<file path="src/rtl/cbt_pkg.sv">
package cbt_pkg;

  typedef enum logic [1:0] {
    SegSync   = 2'd0,
    SegPhase1 = 2'd1,
    SegPhase2 = 2'd2
  } segState_t;

  // control -> datapath
  typedef struct packed {
    logic presRestart;
    logic sampleNow;
  } ctlStrobe_t;

  // datapath -> control
  typedef struct packed {
    logic tqTick;
    logic fallSeen;
  } dpEvent_t;

endpackage

</file>
<file path="src/rtl/cbt_datapath.sv">
module cbt_datapath
  import cbt_pkg::*;
#(
  parameter int PRESC_W = 6
) (
  input  logic               clk,
  input  logic               rstN,
  input  logic [PRESC_W-1:0] prescCfg,
  input  logic               rxIn,
  input  ctlStrobe_t         ctl,
  output dpEvent_t           ev,
  output logic               sampleBit
);

  logic [PRESC_W-1:0] presCnt;
  logic               rxPrev;

  assign ev.tqTick   = (presCnt == prescCfg);
  assign ev.fallSeen = rxPrev & ~rxIn;

  always_ff @(posedge clk or negedge rstN) begin
    if (!rstN) begin
      presCnt <= '0;
    end else if (ctl.presRestart || ev.tqTick) begin
      presCnt <= '0;
    end else begin
      presCnt <= presCnt + PRESC_W'(1);
    end
  end

  always_ff @(posedge clk or negedge rstN) begin
    if (!rstN) begin
      rxPrev    <= 1'b1;
      sampleBit <= 1'b1;
    end else begin
      rxPrev <= rxIn;
      if (ctl.sampleNow) sampleBit <= rxIn;
    end
  end

  // with a prescaler above one, quanta never end on two adjacent clocks
  assert_quantum_spacing_R1: assert property (@(posedge clk) disable iff (!rstN)
    (ev.tqTick && prescCfg != '0) |=> !ev.tqTick);

  // a restart begins a full quantum
  assert_restart_full_quantum_R7: assert property (@(posedge clk) disable iff (!rstN)
    (ctl.presRestart && prescCfg != '0) |=> !ev.tqTick);

  // captured level is the line level at the sample edge
  assert_sample_capture_R3: assert property (@(posedge clk) disable iff (!rstN)
    ctl.sampleNow |=> (sampleBit == $past(rxIn)));

endmodule

</file>
<file path="src/rtl/cbt_control.sv">
module cbt_control
  import cbt_pkg::*;
#(
  parameter int SEG1_W = 4,
  parameter int SEG2_W = 3,
  parameter int SJW_W  = 2
) (
  input  logic              clk,
  input  logic              rstN,
  input  logic [SEG1_W-1:0] seg1Cfg,
  input  logic [SEG2_W-1:0] seg2Cfg,
  input  logic [SJW_W-1:0]  sjwCfg,
  input  logic              busIdle,
  input  dpEvent_t          ev,
  output ctlStrobe_t        ctl,
  output logic              sampleValid,
  output logic              bitStart
);

  localparam int JW_W  = SJW_W + 1;
  localparam int CNT_W = $clog2((1 << SEG1_W) + (1 << SJW_W) + 1);

  segState_t         segState;
  logic [CNT_W-1:0]  qCnt;
  logic [JW_W-1:0]   ext;
  logic [JW_W-1:0]   cut;
  logic              resyncUsed;

  logic [JW_W-1:0]   sjwLen;
  logic [JW_W-1:0]   extNew;
  logic [CNT_W-1:0]  seg1Last;
  logic [CNT_W-1:0]  phaseLate;
  logic [CNT_W-1:0]  seg2Left;
  logic              hardSync;
  logic              resyncReq;
  logic              lateResync;
  logic              earlyResync;
  logic              earlyRestart;
  logic              restart;
  logic              seg1Done;
  logic              seg2Done;

  assign sjwLen    = JW_W'(sjwCfg) + JW_W'(1);
  assign seg1Last  = CNT_W'(seg1Cfg) + CNT_W'(ext);
  assign phaseLate = qCnt + CNT_W'(1);
  assign seg2Left  = CNT_W'(seg2Cfg) + CNT_W'(1) - qCnt;
  assign extNew    = (phaseLate > CNT_W'(sjwLen)) ? sjwLen : JW_W'(phaseLate);

  assign hardSync     = ev.fallSeen && busIdle;
  assign resyncReq    = ev.fallSeen && !busIdle && !resyncUsed && (segState != SegSync);
  assign lateResync   = resyncReq && (segState == SegPhase1);
  assign earlyResync  = resyncReq && (segState == SegPhase2);
  assign earlyRestart = earlyResync && (seg2Left <= CNT_W'(sjwLen));
  assign restart      = hardSync || earlyRestart;

  assign seg1Done = ev.tqTick && !restart && (segState == SegPhase1) && (qCnt == seg1Last);
  assign seg2Done = ev.tqTick && !restart && (segState == SegPhase2) &&
                    ((qCnt + CNT_W'(cut)) >= CNT_W'(seg2Cfg));

  assign ctl.presRestart = restart;
  assign ctl.sampleNow   = seg1Done;

  always_ff @(posedge clk or negedge rstN) begin
    if (!rstN) begin
      segState    <= SegSync;
      qCnt        <= '0;
      ext         <= '0;
      cut         <= '0;
      resyncUsed  <= 1'b0;
      sampleValid <= 1'b0;
      bitStart    <= 1'b0;
    end else begin
      sampleValid <= seg1Done;
      bitStart    <= restart || seg2Done;
      if (restart) begin
        segState   <= SegSync;
        qCnt       <= '0;
        ext        <= '0;
        cut        <= '0;
        resyncUsed <= 1'b1;
      end else begin
        if (lateResync) begin
          ext        <= extNew;
          resyncUsed <= 1'b1;
        end
        if (earlyResync) begin
          cut        <= sjwLen;
          resyncUsed <= 1'b1;
        end
        if (ev.tqTick) begin
          case (segState)
            SegSync: begin
              segState <= SegPhase1;
              qCnt     <= '0;
            end
            SegPhase1: begin
              if (seg1Done) begin
                segState <= SegPhase2;
                qCnt     <= '0;
              end else begin
                qCnt <= qCnt + CNT_W'(1);
              end
            end
            SegPhase2: begin
              if (seg2Done) begin
                segState <= SegSync;
                qCnt     <= '0;
                ext      <= '0;
                cut      <= '0;
              end else begin
                qCnt <= qCnt + CNT_W'(1);
              end
            end
            default: begin
              segState <= SegSync;
              qCnt     <= '0;
            end
          endcase
        end
        if (seg1Done) resyncUsed <= 1'b0;
      end
    end
  end

  // a bit boundary always lands on the start of the sync segment
  assert_bitstart_in_sync_R2: assert property (@(posedge clk) disable iff (!rstN)
    bitStart |-> (segState == SegSync && qCnt == '0));

  // the sample strobe follows the end of the first phase segment
  assert_sample_after_phase1_R3: assert property (@(posedge clk) disable iff (!rstN)
    sampleValid |-> (segState == SegPhase2 && qCnt == '0));

  // sample and bit boundary never coincide
  assert_strobes_exclusive_R2: assert property (@(posedge clk) disable iff (!rstN)
    !(sampleValid && bitStart));

  // lengthening never exceeds the jump width
  assert_ext_within_jump_R6: assert property (@(posedge clk) disable iff (!rstN)
    ext <= sjwLen);

  // shortening never exceeds the jump width
  assert_cut_within_jump_R8: assert property (@(posedge clk) disable iff (!rstN)
    cut <= sjwLen);

  // a second edge in the same sample interval moves nothing
  assert_single_resync_R9: assert property (@(posedge clk) disable iff (!rstN)
    (resyncUsed && ev.fallSeen && !busIdle && !ev.tqTick) |=> ($stable(ext) && $stable(cut)));

endmodule

</file>
<file path="src/rtl/can_bit_timing.sv">
module can_bit_timing
  import cbt_pkg::*;
#(
  parameter int PRESC_W = 6,
  parameter int SEG1_W  = 4,
  parameter int SEG2_W  = 3,
  parameter int SJW_W   = 2,
  localparam int CFG_W  = PRESC_W + SEG1_W + SEG2_W + SJW_W
) (
  input  logic             clk,
  input  logic             rstN,
  input  logic [CFG_W-1:0] cfgTiming,
  input  logic             busIdle,
  input  logic             rxIn,
  output logic             sampleValid,
  output logic             sampleBit,
  output logic             bitStart
);

  localparam int S1_LO = PRESC_W;
  localparam int S2_LO = S1_LO + SEG1_W;
  localparam int JW_LO = S2_LO + SEG2_W;

  ctlStrobe_t ctl;
  dpEvent_t   ev;

  cbt_datapath #(.PRESC_W(PRESC_W)) u_datapath (
    .clk       (clk),
    .rstN      (rstN),
    .prescCfg  (cfgTiming[PRESC_W-1:0]),
    .rxIn      (rxIn),
    .ctl       (ctl),
    .ev        (ev),
    .sampleBit (sampleBit)
  );

  cbt_control #(.SEG1_W(SEG1_W), .SEG2_W(SEG2_W), .SJW_W(SJW_W)) u_control (
    .clk         (clk),
    .rstN        (rstN),
    .seg1Cfg     (cfgTiming[S1_LO +: SEG1_W]),
    .seg2Cfg     (cfgTiming[S2_LO +: SEG2_W]),
    .sjwCfg      (cfgTiming[JW_LO +: SJW_W]),
    .busIdle     (busIdle),
    .ev          (ev),
    .ctl         (ctl),
    .sampleValid (sampleValid),
    .bitStart    (bitStart)
  );

endmodule

</file>
<file path="config.mk">
export PLATFORM = sky130hd
export DESIGN_NAME = can_bit_timing
export DESIGN_NICKNAME = d
export VERILOG_FILES = /design/src/rtl/cbt_pkg.sv /design/src/rtl/cbt_datapath.sv /design/src/rtl/cbt_control.sv /design/src/rtl/can_bit_timing.sv
export SDC_FILE = /design/constraint.sdc
export NUM_CORES = 1
export LEC_CHECK = 0
export BUFFER_PORTS_ARGS = -buffer_cell sky130_fd_sc_hd__buf_4
export CORE_MARGIN = 2
export CORE_UTILIZATION = 59
export DETAILED_ROUTE_END_ITERATION = 8
export GPL_ROUTABILITY_DRIVEN = 0
export PLACE_DENSITY = 0.87
export SETUP_SLACK_MARGIN = 0.2
export SLEW_MARGIN = 20
export SYNTH_ARGS = -nofsm -noshare
export SYNTH_HDL_FRONTEND = slang
export SYNTH_SLANG_ARGS = --single-unit
</file>
<file path="constraint.sdc">
create_clock -name clk -period 3.1 [get_ports clk]
set_input_delay 0 -clock clk [delete_from_list [all_inputs] [get_ports clk]]
set_output_delay 0 -clock clk [all_outputs]
set_load 0.05 [all_outputs]
</file>
; ---- Yosys cells after proc, flatten, opt, wreduce, memory -nomap -nowiden
; Cells that the tools add are included.
; W data, S select, Z words.
[word_totals]
regBits = 24
inputBits = 19
output_inout_bits = 3
elab_cells = 77
[op_classes]
n_addsub = 7
magnitude_cmp = 3
n_eq_ne = 6
mux = 26
n_bitwise = 2
n_reduce_logical = 23
[ops]
columns = cell, count
row1 = $mux W3, 11
row2 = $mux W5, 4
row3 = $logic_and A1 B1 Y1, 12
row4 = $pmux W5 S2, 1
row5 = $mux W2, 4
row6 = $add A6 B1 Y6 const B, 1
row7 = $eq A6 B6 Y1, 1
row8 = $mux W6, 1
row9 = $ne A3 B1 Y1 const B, 2
row10 = $pmux W2 S3, 1
row11 = $add A4 B3 Y5, 1
row12 = $add A5 B1 Y5 const B, 1
row13 = $add A5 B3 Y5, 1
row14 = $eq A5 B5 Y1, 1
row15 = $ge A5 B3 Y1, 1
row16 = $gt A5 B3 Y1, 1
row17 = $le A5 B3 Y1, 1
row18 = $sub A5 B5 Y5, 1
row19 = $add A3 B1 Y4 const B, 1
row20 = $mux W1, 4
row21 = $reduce_bool A2 Y1, 2
row22 = $reduce_bool A4 Y1, 1
row23 = $add A2 B1 Y3 const B, 1
row24 = $logic_not A1 Y1, 3
row25 = other kinds (7), 9

; ---- Depth between registers and ports, before layout
[logic_depth]
word_depth = 16
depth_mapped = 11
depth_no_buf = 11

; ---- Cells and area by module
; Synthesis repeated with hierarchy kept, for this count alone.
[hier_totals]
hier_cells = 222
area_unflattened_um2 = 2115.8
[by_module_without_submodules]
columns = mod, n_inst, cells_each, area_each_um2, seq_area_each_um2
row1 = cbt_control, 1, 185, 1684.1, 400.4
row2 = cbt_datapath, 1, 37, 431.7, 202.7

; ---- Worst setup path after synthesis
; Ideal clock, no wire load.
[synth_timing]
path_kind = register to register
from = register u_control.qCnt[0]
to = register u_datapath.sampleBit
setup_ns = 0.085
arrival_time_ns = 2.612
required_ns = 3.015
path_slack_ns = 0.403
stages_incl_launch_ff = 10
n_path_buf = 0
period_less_slack_ns = 2.697
path_cell_list = dfrtp_1 -> ha_1 -> fa_1 -> inv_1 -> ha_1 -> a211o_1 -> a21oi_2 -> o211ai_2 -> nand4bb_1 -> mux2_1
[synth_via]
elab_chain_len = 8
word_cells_on_any_way = 9
classes_between = 1 x add/sub / 1 x order compare / 1 x eq/ne / 6 x reduce/logical
[synth_lines]
columns = element, line_no
row1 = start: declaration, cbt_control.sv:24  ; logic [CNT_W-1:0] qCnt;
row2 = start signal: assignment, cbt_control.sv:101  ; qCnt <= qCnt + CNT_W'(1);
row3 = start signal: assignment, cbt_control.sv:111  ; qCnt <= qCnt + CNT_W'(1);
row4 = $sub A5 B5 Y5, cbt_control.sv:46  ; assign seg2Left = CNT_W'(seg2Cfg) + CNT_W'(1) - qCnt;
row5 = $le A5 B3 Y1, cbt_control.sv:53  ; assign earlyRestart = earlyResync && (seg2Left <= CNT_W'(sjwLen));
row6 = $logic_and A1 B1 Y1, cbt_control.sv:53
row7 = $logic_or A1 B1 Y1, cbt_control.sv:54  ; assign restart = hardSync || earlyRestart;
row8 = $logic_not A1 Y1, cbt_control.sv:56  ; assign seg1Done = ev.tqTick && !restart && (segState == SegPhase1) && (qCnt == seg1Last);
row9 = $logic_and A1 B1 Y1 (2 in series), cbt_control.sv:56
row10 = $logic_and A1 B1 Y1 (*), cbt_control.sv:56
row11 = end signal: assignment, cbt_datapath.sv:37  ; if (ctl.sampleNow) sampleBit <= rxIn;
row12 = end: declaration, cbt_datapath.sv:12  ; output logic sampleBit
; Every way passes the cells marked *; elsewhere a longest branch is shown, timed or not.
; A chain may end at the register's enable or synchronous reset.

; ---- Worst setup path after layout
; Same ends and word-level chain as after synthesis.

==> flow_metrics.py <==
metrics = {
    "detailed_routing": {
        "via_per_inst": 5.82,
        "wirelength_um": 4640,
        "met3_length_um": 178,
        "firstDrtPassIters": 4,
        "initialDrtViolationCount": 75,
        "wl_met1_um": 2150,
        "drc_errors": 0,
        "wl_per_cell_um": 15.7,
        "drt.antenna.violating_nets": 0,
        "dr_wl_met2_um": 2250,
        "top_layer": "met4",
        "via_count": 1722,
    },
    "place": {
        "hpwl_um": 3530,
        "io_buffers": 21,
    },
    "floorplanning": {
        "rows": 21,
        "initial_core_util": 0.626,
        "core_um2": 3390,
        "io_pins": 22,
        "die-area_um2": 4090,
        "dieWidth_um": 64.0,
        "die_h_um": 64.0,
    },
    "worst_setup_path": {
        "critPathMaxFanout": 8,
        "path_buf_inv": 1,
        "critPathSlowestCell": "fa_1",
        "critical-path-top-delay-family": "adder cells",
        "rr_worst_depth": 9,
        "worst_path_most_repeated_cell": "ha_1",
        "r2r_start": "u_control.qCnt[0]",
        "worstReg2RegEnd": "u_datapath.sampleBit",
        "critPathRequiredTime_ns": 3.37,
        "path_depth": 9,
        "path_cells": "ha_1 -> fa_1 -> inv_1 -> ha_1 -> a211o_1 -> a21oi_2 -> o211ai_4 -> nand4bb_1 -> mux2_1",
        "cp-start-kind": "flip-flop",
        "crit_path_end_kind": "flip-flop",
        "worstPathArrival_ns": 3.11,
        "critPathKind": "flip-flop to flip-flop",
        "cpPeakStageDelay_ns": 0.50,
        "regToRegSetupSlack_ns": 0.26,
    },
    "worst_hold_path": {
        "worst_hold_path_type": "input port to async pin",
    },
    "sta": {
        "slew-limit-headroom": 0.557,
        "min_period_ns": 2.84,
        "worst_pin_slew_ns": 0.664,
        "drv_slew": 0,
        "tns_ns": 0,
        "rsz0062_at_grt": "false",
        "holdWs_ns": 0.0765,
        "hold_viol": 0,
        "finClkSkew_ns": 0.00965,
        "fin_crit_sh": 0.916,
        "max_freq_mhz": 352,
        "setup_viol_count_final": 0,
    },
    "synth": {
        "synth_seq_cells": 24,
        "synth_warnings": 0,
        "syn_area_per_cell_um2": 9.60,
        "synthDistinctLibCells": 50,
        "yosysSeqAreaShare": 0.284,
        "synthCells": 221,
        "synth_area_leaders": "dfrtp_1, ha_1, xor2_1, inv_1, xnor2_1",
        "synth_area_um2": 2120,
        "synth-main-ff-cell": "dfrtp_1",
        "synth-edff-count": 0,
        "synth_top_area_cell": "dfrtp_1",
        "ys_async_sr_fraction": 1.00,
        "synth_top_area_frac": 0.259,
        "synth_nets": 270,
    },
    "clock_network": {
        "htreeDepth": 1,
        "clockBufferDepth": 2,
        "numCtsBuffers": 3,
        "tritoncts": "yes",
        "cts.sinks": 24,
        "cts_root_buf": "clkbuf_4",
        "insertion_delay_ns": 0.34,
        "clkTransAtPathRegs_ns": 0.15,
    },
    "global_routing": {
        "antenna_found_initial": 0,
        "grt_max_degree": 25,
        "grt_pass1_wl_um": 7980,
        "grt_pass1_vias": 1717,
        "grt_use_total": 0.251,
        "overflow": 0,
    },
    "finish": {
        "finalCoreUtilization": 0.723,
        "fill_cells": 240,
        "drive_gt1_frac": 0.204,
        "diodes": 0,
        "fin_nets": 300,
        "regArea_um2": 604,
        "area.growth.synth_to_final_pct": 15.5,
        "multi_input_area_um2": 1430,
    },
    "job": {
        "cap_viol_max_count": 0,
    },
    "power": {
        "power_density_nw_per_um2": 383,
        "power_leakage_nw": 1.18,
        "vdd.ir_drop.worst_mv": 0.290,
    },
    "status": {
        "status": "complete, no violations",
    },
}
[state kept, by name, indices dropped and copies added (netlist names)]
register,count
u_datapath.presCnt,6
u_control.qCnt,5
u_control.cut,3
u_control.ext,3
u_control.segState,2
u_control.bitStart,1
u_control.resyncUsed,1
u_control.sampleValid,1
u_datapath.rxPrev,1
u_datapath.sampleBit,1
[cells in the mapped netlist (2+ instances only)]
| cell | number |
|---|---|
| fa_1 | 3 |
| a21oi_1 | 7 |
| xnor2_1 | 10 |
| o21ai_0 | 2 |
| nand3_1 | 13 |
| nor2_1 | 20 |
| xor2_1 | 12 |
| inv_1 | 24 |
| a21o_1 | 3 |
| o211ai_2 | 3 |
| and3_1 | 5 |
| o21a_1 | 2 |
| a31oi_1 | 2 |
| dfrtp_1 | 22 |
| nand2b_1 | 4 |
| o2111ai_1 | 5 |
| mux2i_1 | 4 |
| o21ai_1 | 2 |
| buf_2 | 3 |
| and2_1 | 3 |
| ha_1 | 27 |
| nand2_1 | 7 |
| nand3_2 | 3 |
| o211ai_1 | 2 |
| nand4_1 | 3 |
| dfstp_2 | 2 |
| nor2b_1 | 5 |
[placed cells by master, fill, tap and decap left out, types with 2 or more instances in the layout]
master	count
ha_1	27
buf_4	25
inv_1	24
dfrtp_1	21
nor2_1	20
nand3_1	13
xor2_1	12
xnor2_1	10
a21oi_1	7
nand2_1	7
and3_1	5
nor2b_1	5
o2111ai_1	5
nand2b_1	4
mux2i_1	4
a21o_1	3
nand4_1	3
nand3_2	3
and2_1	3
fa_1	3
clkbuf_4	3
dlygate4sd3_1	3
o21ai_1	2
a31oi_1	2
nor4b_2	2
o21ai_0	2
o21a_1	2
o211ai_1	2
o211ai_2	2
dfstp_2	2
[what timing repair did]
item,4_1_cts,5_1_grt
setup endpoints to repair,0,7
hold buffers,3,0
endpoints found under the hold margin,27,0
gates resized for setup,0,3
setup buffers,0,2
[worst max-delay path by stage]
| stage | to | slack, ns | from |
|---|---|---|---|
| 3_5_place_dp | u_datapath.sampleBit | 0.30 | u_control.qCnt[0] |
| 2_1_floorplan | u_datapath.sampleBit | 0.40 | u_control.qCnt[0] |
| 3_3_place_gp | u_datapath.sampleBit | 0.42 | u_control.qCnt[0] |
| 4_1_cts | u_datapath.sampleBit | 0.27 | u_control.qCnt[0] |
| 6_report | u_datapath.sampleBit | 0.26 | u_control.qCnt[0] |
| 5_1_grt | u_control.qCnt[3] | 0.19 | u_control.qCnt[0] |
[area by class of cell]
cell class / count / area share
clock inverter: 1 / 0.0123
timing repair buffer: 28 / 0.0888
multi-input combinational: 170 / 0.583
sequential: 24 / 0.247
inverter: 24 / 0.0368
clock buffer: 3 / 0.00919
tap: 46 / 0.0235
[routing by layer]
metal,up-vias,global-route usage
met5,-,0
met4,0,0.0924
met3,8,0.0317
met2,40,0.406
met1,829,0.345
li1,845,-
[power by group]
group          internal, mW  switching (mW)
registers             0.353          0.0428
logic                 0.137           0.169
clock network         0.131           0.106
total                 0.621           0.318
[cell families after synthesis]
kind of cell,count (synthesis),share of synthesized area
and+or+nand+nor,72,0.191
DFF,24,0.284
muxes,5,0.0242
adders and majority gates,30,0.187
AOI/OAI and AO/OA,41,0.173
xor gates and xnor gates,22,0.0908
buffers and inverters,27,0.0495
[stage by stage]
stage                     area [µm²]  std cells  worst slack [ns]  power (mW)
after floorplan                 2120        221             0.403       0.615
after global placement          2340        287             0.418       0.684
after detailed placement        2340        287             0.298       0.700
after CTS                       2420        294             0.268       0.939
after global routing            2450        296             0.187        1.01
final                           2450        296             0.260       0.939
Power figures use the tool's default switching activity.
